## src/rtl/rx_status_pkg.sv

```systemverilog
package rx_status_pkg;

  localparam logic [7:0] ADDR_CLEAR  = 8'h10;
  localparam logic [7:0] ADDR_UNCOR  = 8'h13;
  localparam logic [7:0] ADDR_BER_LO = 8'h14;
  localparam logic [7:0] ADDR_BER_MI = 8'h15;
  localparam logic [7:0] ADDR_BER_HI = 8'h16;
  localparam logic [7:0] ADDR_AGC    = 8'h17;
  localparam logic [7:0] ADDR_MSE    = 8'h18;
  localparam logic [7:0] ADDR_FOFS   = 8'h19;
  localparam logic [7:0] ADDR_IDENT  = 8'h1A;

  localparam logic [7:0] IDENT_VALUE = 8'h7B;
  localparam logic [7:0] CLEAR_KEY   = 8'h01;

  typedef enum logic [3:0] {
    SEL_NONE,
    SEL_UNCOR,
    SEL_BER_LO,
    SEL_BER_MI,
    SEL_BER_HI,
    SEL_AGC,
    SEL_MSE,
    SEL_FOFS,
    SEL_IDENT
  } regSel_t;

  typedef struct packed {
    logic    clearUncor;
    logic    latchBer;
    logic    readEn;
    regSel_t sel;
  } ctlStrobes_t;

endpackage

```

## src/rtl/rxStatusCtl.sv

```systemverilog
module rxStatusCtl
  import rx_status_pkg::*;
#(
  parameter int ADDR_W = 8,
  parameter int DATA_W = 8
) (
  input  logic [ADDR_W-1:0] regAddr,
  input  logic              regRd,
  input  logic              regWr,
  input  logic [DATA_W-1:0] regWrData,
  output ctlStrobes_t       strobes
);

  regSel_t decodedSel;

  // Address decode; anything outside the map selects nothing (reads as zero).
  always_comb begin
    unique case (regAddr)
      ADDR_UNCOR:  decodedSel = SEL_UNCOR;
      ADDR_BER_LO: decodedSel = SEL_BER_LO;
      ADDR_BER_MI: decodedSel = SEL_BER_MI;
      ADDR_BER_HI: decodedSel = SEL_BER_HI;
      ADDR_AGC:    decodedSel = SEL_AGC;
      ADDR_MSE:    decodedSel = SEL_MSE;
      ADDR_FOFS:   decodedSel = SEL_FOFS;
      ADDR_IDENT:  decodedSel = SEL_IDENT;
      default:     decodedSel = SEL_NONE;
    endcase
  end

  always_comb begin
    strobes.readEn     = regRd;
    strobes.sel        = decodedSel;
    strobes.latchBer   = regRd && (decodedSel == SEL_BER_LO);
    strobes.clearUncor = regWr && (regAddr == ADDR_CLEAR)
                         && (regWrData == CLEAR_KEY);
  end

endmodule

```

## src/rtl/rxStatusDp.sv

```systemverilog
module rxStatusDp
  import rx_status_pkg::*;
#(
  parameter int CNT_W  = 7,
  parameter int BER_W  = 20,
  parameter int DATA_W = 8
) (
  input  logic              clk,
  input  logic              rstN,
  input  logic              softRst,
  input  logic              uncorPulse,
  input  logic [BER_W-1:0]  berCount,
  input  logic              berValid,
  input  logic [DATA_W-1:0] agcLevel,
  input  logic [DATA_W-1:0] mseLevel,
  input  logic [DATA_W-1:0] freqOffset,
  input  ctlStrobes_t       strobes,
  output logic [DATA_W-1:0] regRdData
);

  localparam int TOP_W = BER_W - 2*DATA_W;
  localparam logic [CNT_W-1:0] CNT_MAX = {CNT_W{1'b1}};

  logic [CNT_W-1:0]  uncorCnt;
  logic [BER_W-1:0]  berLive;
  logic [BER_W-1:0]  berShadow;
  logic [DATA_W-1:0] readMux;

  // Saturating packet counter; clear wins over a coincident pulse.
  always_ff @(posedge clk or negedge rstN) begin
    if (!rstN) begin
      uncorCnt <= '0;
    end else if (softRst || strobes.clearUncor) begin
      uncorCnt <= '0;
    end else if (uncorPulse && (uncorCnt != CNT_MAX)) begin
      uncorCnt <= uncorCnt + 1'b1;
    end
  end

  // Live error count and the snapshot taken on a low-byte read.
  always_ff @(posedge clk or negedge rstN) begin
    if (!rstN) begin
      berLive   <= '0;
      berShadow <= '0;
    end else if (softRst) begin
      berLive   <= '0;
      berShadow <= '0;
    end else begin
      if (berValid)         berLive   <= berCount;
      if (strobes.latchBer) berShadow <= berLive;
    end
  end

  always_comb begin
    unique case (strobes.sel)
      SEL_UNCOR:  readMux = {{(DATA_W-CNT_W){1'b0}}, uncorCnt};
      SEL_BER_LO: readMux = berLive[DATA_W-1:0];
      SEL_BER_MI: readMux = berShadow[2*DATA_W-1:DATA_W];
      SEL_BER_HI: readMux = {{(DATA_W-TOP_W){1'b0}}, berShadow[BER_W-1:2*DATA_W]};
      SEL_AGC:    readMux = agcLevel;
      SEL_MSE:    readMux = mseLevel;
      SEL_FOFS:   readMux = freqOffset;
      SEL_IDENT:  readMux = IDENT_VALUE;
      default:    readMux = '0;
    endcase
  end

  always_ff @(posedge clk or negedge rstN) begin
    if (!rstN) begin
      regRdData <= '0;
    end else if (softRst) begin
      regRdData <= '0;
    end else if (strobes.readEn) begin
      regRdData <= readMux;
    end
  end

  // without a clear the count never moves backwards
  assert_no_decrement_R1: assert property (@(posedge clk) disable iff (!rstN || softRst)
    !strobes.clearUncor |=> uncorCnt >= $past(uncorCnt));

  // ceiling is sticky
  assert_sat_hold_R2: assert property (@(posedge clk) disable iff (!rstN || softRst)
    (uncorCnt == CNT_MAX && !strobes.clearUncor) |=> uncorCnt == CNT_MAX);

  // clear strobe always leaves zero, even with a pulse
  assert_clear_wins_R3: assert property (@(posedge clk) disable iff (!rstN || softRst)
    strobes.clearUncor |=> uncorCnt == '0);

  // snapshot changes only on a low-byte read
  assert_shadow_stable_R6: assert property (@(posedge clk) disable iff (!rstN || softRst)
    !strobes.latchBer |=> $stable(berShadow));

  // identity reads constant
  assert_ident_value_R8: assert property (@(posedge clk) disable iff (!rstN || softRst)
    (strobes.readEn && strobes.sel == SEL_IDENT) |=> regRdData == IDENT_VALUE);

  // read data holds between reads
  assert_rd_hold_R10: assert property (@(posedge clk) disable iff (!rstN || softRst)
    !strobes.readEn |=> $stable(regRdData));

endmodule

```

## src/rtl/rxStatusBank.sv

```systemverilog
module rxStatusBank
  import rx_status_pkg::*;
#(
  parameter int CNT_W  = 7,
  parameter int BER_W  = 20,
  parameter int ADDR_W = 8,
  parameter int DATA_W = 8
) (
  input  logic              clk,
  input  logic              rstN,
  input  logic              softRst,
  input  logic              uncorPulse,
  input  logic [BER_W-1:0]  berCount,
  input  logic              berValid,
  input  logic [DATA_W-1:0] agcLevel,
  input  logic [DATA_W-1:0] mseLevel,
  input  logic [DATA_W-1:0] freqOffset,
  input  logic [ADDR_W-1:0] regAddr,
  input  logic              regRd,
  input  logic              regWr,
  input  logic [DATA_W-1:0] regWrData,
  output logic [DATA_W-1:0] regRdData
);

  ctlStrobes_t strobes;

  rxStatusCtl #(.ADDR_W(ADDR_W), .DATA_W(DATA_W)) i_ctl (
    .regAddr   (regAddr),
    .regRd     (regRd),
    .regWr     (regWr),
    .regWrData (regWrData),
    .strobes   (strobes)
  );

  rxStatusDp #(.CNT_W(CNT_W), .BER_W(BER_W), .DATA_W(DATA_W)) i_dp (
    .clk        (clk),
    .rstN       (rstN),
    .softRst    (softRst),
    .uncorPulse (uncorPulse),
    .berCount   (berCount),
    .berValid   (berValid),
    .agcLevel   (agcLevel),
    .mseLevel   (mseLevel),
    .freqOffset (freqOffset),
    .strobes    (strobes),
    .regRdData  (regRdData)
  );

endmodule

```

## config.mk

```make
export PLATFORM = sky130hd
export DESIGN_NAME = rxStatusBank
export DESIGN_NICKNAME = d
export VERILOG_FILES = /design/src/rtl/rx_status_pkg.sv /design/src/rtl/rxStatusCtl.sv /design/src/rtl/rxStatusDp.sv /design/src/rtl/rxStatusBank.sv
export SDC_FILE = /design/constraint.sdc
export NUM_CORES = 1
export LEC_CHECK = 0
export ABC_AREA = 1
export BUFFER_PORTS_ARGS = -buffer_cell sky130_fd_sc_hd__buf_2
export CAP_MARGIN = 10
export CORE_ASPECT_RATIO = 1.4
export CORE_MARGIN = 2
export CORE_UTILIZATION = 47
export CTS_CLUSTER_SIZE = 28
export DETAILED_ROUTE_END_ITERATION = 6
export GPL_TIMING_DRIVEN = 0
export PLACE_DENSITY = 0.84
export SLEW_MARGIN = 20
export SYNTH_ARGS = -nofsm -noshare
export SYNTH_HDL_FRONTEND = slang
export SYNTH_SLANG_ARGS = --single-unit
```

## constraint.sdc

```tcl
create_clock -name clk -period 1.7 [get_ports clk]
set_clock_uncertainty 0.2 [all_clocks]
set_input_delay 0.085 -clock clk [delete_from_list [all_inputs] [get_ports clk]]
set_output_delay 0.085 -clock clk [all_outputs]
set_load 0.005 [all_outputs]
```

==> flow_summary.json <==
{
  "overflow": 0,
  "drt-pass1-iter-count": 5,
  "hpwl_um": 5210,
  "wl_per_cell_um": 14.5,
  "grt_max_degree": 48,
  "setup_slack_ns": 0.0360,
  "cts_max_path_buffers": 2,
  "h-tree-depth": 2,
  "met3_usage": 0.0552,
  "p_total_mw": 2.21,
  "worstReg2RegStart": "i_dp.uncorCnt[0]",
  "rsz0062_at_grt": "true",
  "clk_pin_slew_ns": 0.09,
  "drive_gt1_frac": 0.256,
  "pre_cts_ws_ns": -0.203,
  "io_buffer_count": 74,
  "whs_ns": 0.0144,
  "reg2reg_depth": 8,
  "rr_endpoint": "i_dp.uncorCnt[5]",
  "synth_edf_count": 0,
  "crit_arrival_ns": 1.65,
  "grt_util_all_layers": 0.275,
  "syn_area_per_cell_um2": 7.56,
  "area_growth_pct": 36.5,
  "cap_violations": 0,
  "die_area_mm2": 0.00644,
  "rrSetupSlack_ns": 0.04,
  "synth_ff_type": "dfrtp_1",
  "grtUsageMet1": 0.314,
  "period_share": 0.979,
  "hold_violations": 0,
  "start_kind": "flop",
  "cts-root-buf": "clkbuf_8",
  "maxSlewViolCount": 0,
  "postSynth.asyncResetShare": 1.00,
  "power_frac_clock": 0.313,
  "seq_area_frac_synth": 0.431,
  "power_density_mw_per_mm2": 593,
  "p_leak_nw": 1.90,
  "layout_commonest_cell": "nand2_1",
  "p_switching_uw": 573,
  "holdPathEnd": "i_dp.berShadow[18]",
  "pwr-share-comb": 0.160,
  "coreArea_mm2": 0.00557,
  "p_int_mw": 1.63,
  "yosys_warnings": 0,
  "hold_class": "in -> reg",
  "ant_nets": 0,
  "setup_viol": 0,
  "status": "finished clean",
  "worst_setup_path_end_kind": "flop",
  "fin_nets": 552,
  "place.gp.congestion": 0.878,
  "cts.sinks": 47,
  "critical_path_class": "reg -> reg",
  "num_rows": 32,
  "tightest_slew_ns": 0.599,
  "via_per_inst": 5.19,
  "drc": 0,
  "clock_latency_ns": 0.30,
  "antenna_found_initial": 0,
  "fin_tns_setup_ns": 0,
  "first_iter_violations": 198,
  "ir_worst_vdd_mv": 0.592,
  "min_period_ns": 1.66,
  "cts_buffers": 5,
  "synth_area_mm2": 0.00273,
  "die_w_um": 68.4,
  "grt_busiest_layer": "met2",
  "switching_share": 0.260,
  "max_clock_freq_mhz": 601,
  "synth_cell_types": 35,
  "ys_ff_latch": 47,
  "p_seq_frac": 0.527,
  "first_global_vias": 2873,
  "via_count": 2867,
  "hold_path_depth": 4,
  "syn_inst": 361,
  "cp_max_fo": 8,
  "wirelength_um": 7980,
  "grt_pass1_wl_um": 13300,
  "io_pins": 75,
  "final_cell_mix": "nand2_1, buf_2, dfrtp_1",
  "required_ns": 1.69,
  "die_y_um": 94.1,
  "initial_utilization": 0.490,
  "grt_util_met2": 0.460,
  "worstHoldStart": "softRst",
  "cts_tree": "yes",
  "slew-limit-headroom": 0.601,
  "synth_nets": 429,
  "diodes": 0,
  "nFillCells": 440
}
how the worst max path moves through the flow:
| stage | depth (start not counted) | startpoint | endpoint |
|---|---|---|---|
| 2_1_floorplan | 8 | i_dp.uncorCnt[0] | i_dp.uncorCnt[3] |
| 3_3_place_gp | 8 | i_dp.uncorCnt[0] | i_dp.uncorCnt[3] |
| 3_5_place_dp | 8 | i_dp.uncorCnt[0] | i_dp.uncorCnt[5] |
| 4_1_cts | 8 | i_dp.uncorCnt[1] | i_dp.uncorCnt[2] |
| 5_1_grt | 9 | i_dp.uncorCnt[1] | i_dp.uncorCnt[5] |
| 6_report | 8 | i_dp.uncorCnt[0] | i_dp.uncorCnt[5] |
cells by family (layout without fill, tap and decap cells):
| kind of cell | after synthesis | in the layout | synth area share |
|---|---|---|---|
| AND/OR/NAND/NOR | 203 | 203 | 0.349 |
| buffers and inverters | 61 | 184 | 0.0931 |
| XOR/XNOR | 5 | 5 | 0.0161 |
| flip-flops | 47 | 47 | 0.431 |
| adder cells (fa/ha/maj) | 1 | 1 | 0.00459 |
| AO/OA/AOI/OAI | 44 | 44 | 0.106 |
cells in the mapped netlist (3+ instances only):
cell type    n  area (um2)
nand2_1    105         394
dfrtp_1     47        1180
inv_1       47         176
nand3_1     45         225
nor2_1      28         105
o21ai_0     24         120
o22ai_1      9        56.3
nor2_4       6        67.6
clkbuf_1     4        15.0
nand3_2      4        40.0
xor2_1       4        35.0
nand3b_1     3        22.5
o22ai_2      3        37.5
repair_timing:
item | CTS | global route
pin swaps | 2 | 4
gates resized for setup | 3 | 8
setup endpoints to repair | 5 | 6
buffers inserted | 2 | 2
hold buffers | 38 | 0
hold endpoints to repair | 77 | 0
layout make-up:
type	count	area, um2	area share
Tap cell	68	85.1	0.0228
Multi-Input combinational cell	253	1340	0.359
Buffer	10	60.1	0.0161
Inverter	51	196	0.0528
Clock inverter	1	5.00	0.00134
Timing Repair Buffer	116	783	0.210
Clock buffer	6	82.6	0.0222
Sequential cell	47	1180	0.316
per-layer routing:
layer	up-vias	wire, um
met5	-	0
met4	0	449
met3	37	432
met2	124	4060
met1	1312	3040
li1	1394	-
sequential cells by signal, summed over array words and instances, names as in the netlist:
register / cells
i_dp.berLive: 20
i_dp.berShadow: 12
i_dp.regRdData: 8
i_dp.uncorCnt: 7
critical path, cell delays in order, from the launching register on:
cell and delay [ns]:
dfrtp_1 0.37, ha_2 0.21, nand3_2 0.10, nor2_2 0.13, nand3_2 0.08, nand2_2 0.12
inv_4 0.06, nor2_4 0.17, o21ai_0 0.11
power groups by stage:
stage | clock network [mW] | logic (mW) | registers, mW
after floorplan | 0 | 0.122 | 1.18
after global placement | 0 | 0.248 | 1.19
after detailed placement | 0 | 0.256 | 1.19
after CTS | 0.692 | 0.336 | 1.16
after global routing | 0.739 | 0.391 | 1.17
final | 0.690 | 0.354 | 1.16
per-stage QoR:
stage / instance area [um2] / utilization / std cells
2_1_floorplan: 2730 / - / 361
3_3_place_gp: 3190 / 0.572 / 503
4_1_cts: 3680 / 0.661 / 550
5_1_grt: 3720 / 0.669 / 552
3_5_place_dp: 3190 / 0.572 / 503
6_report: 3720 / 0.669 / 552
Power figures use the tool's default switching activity.
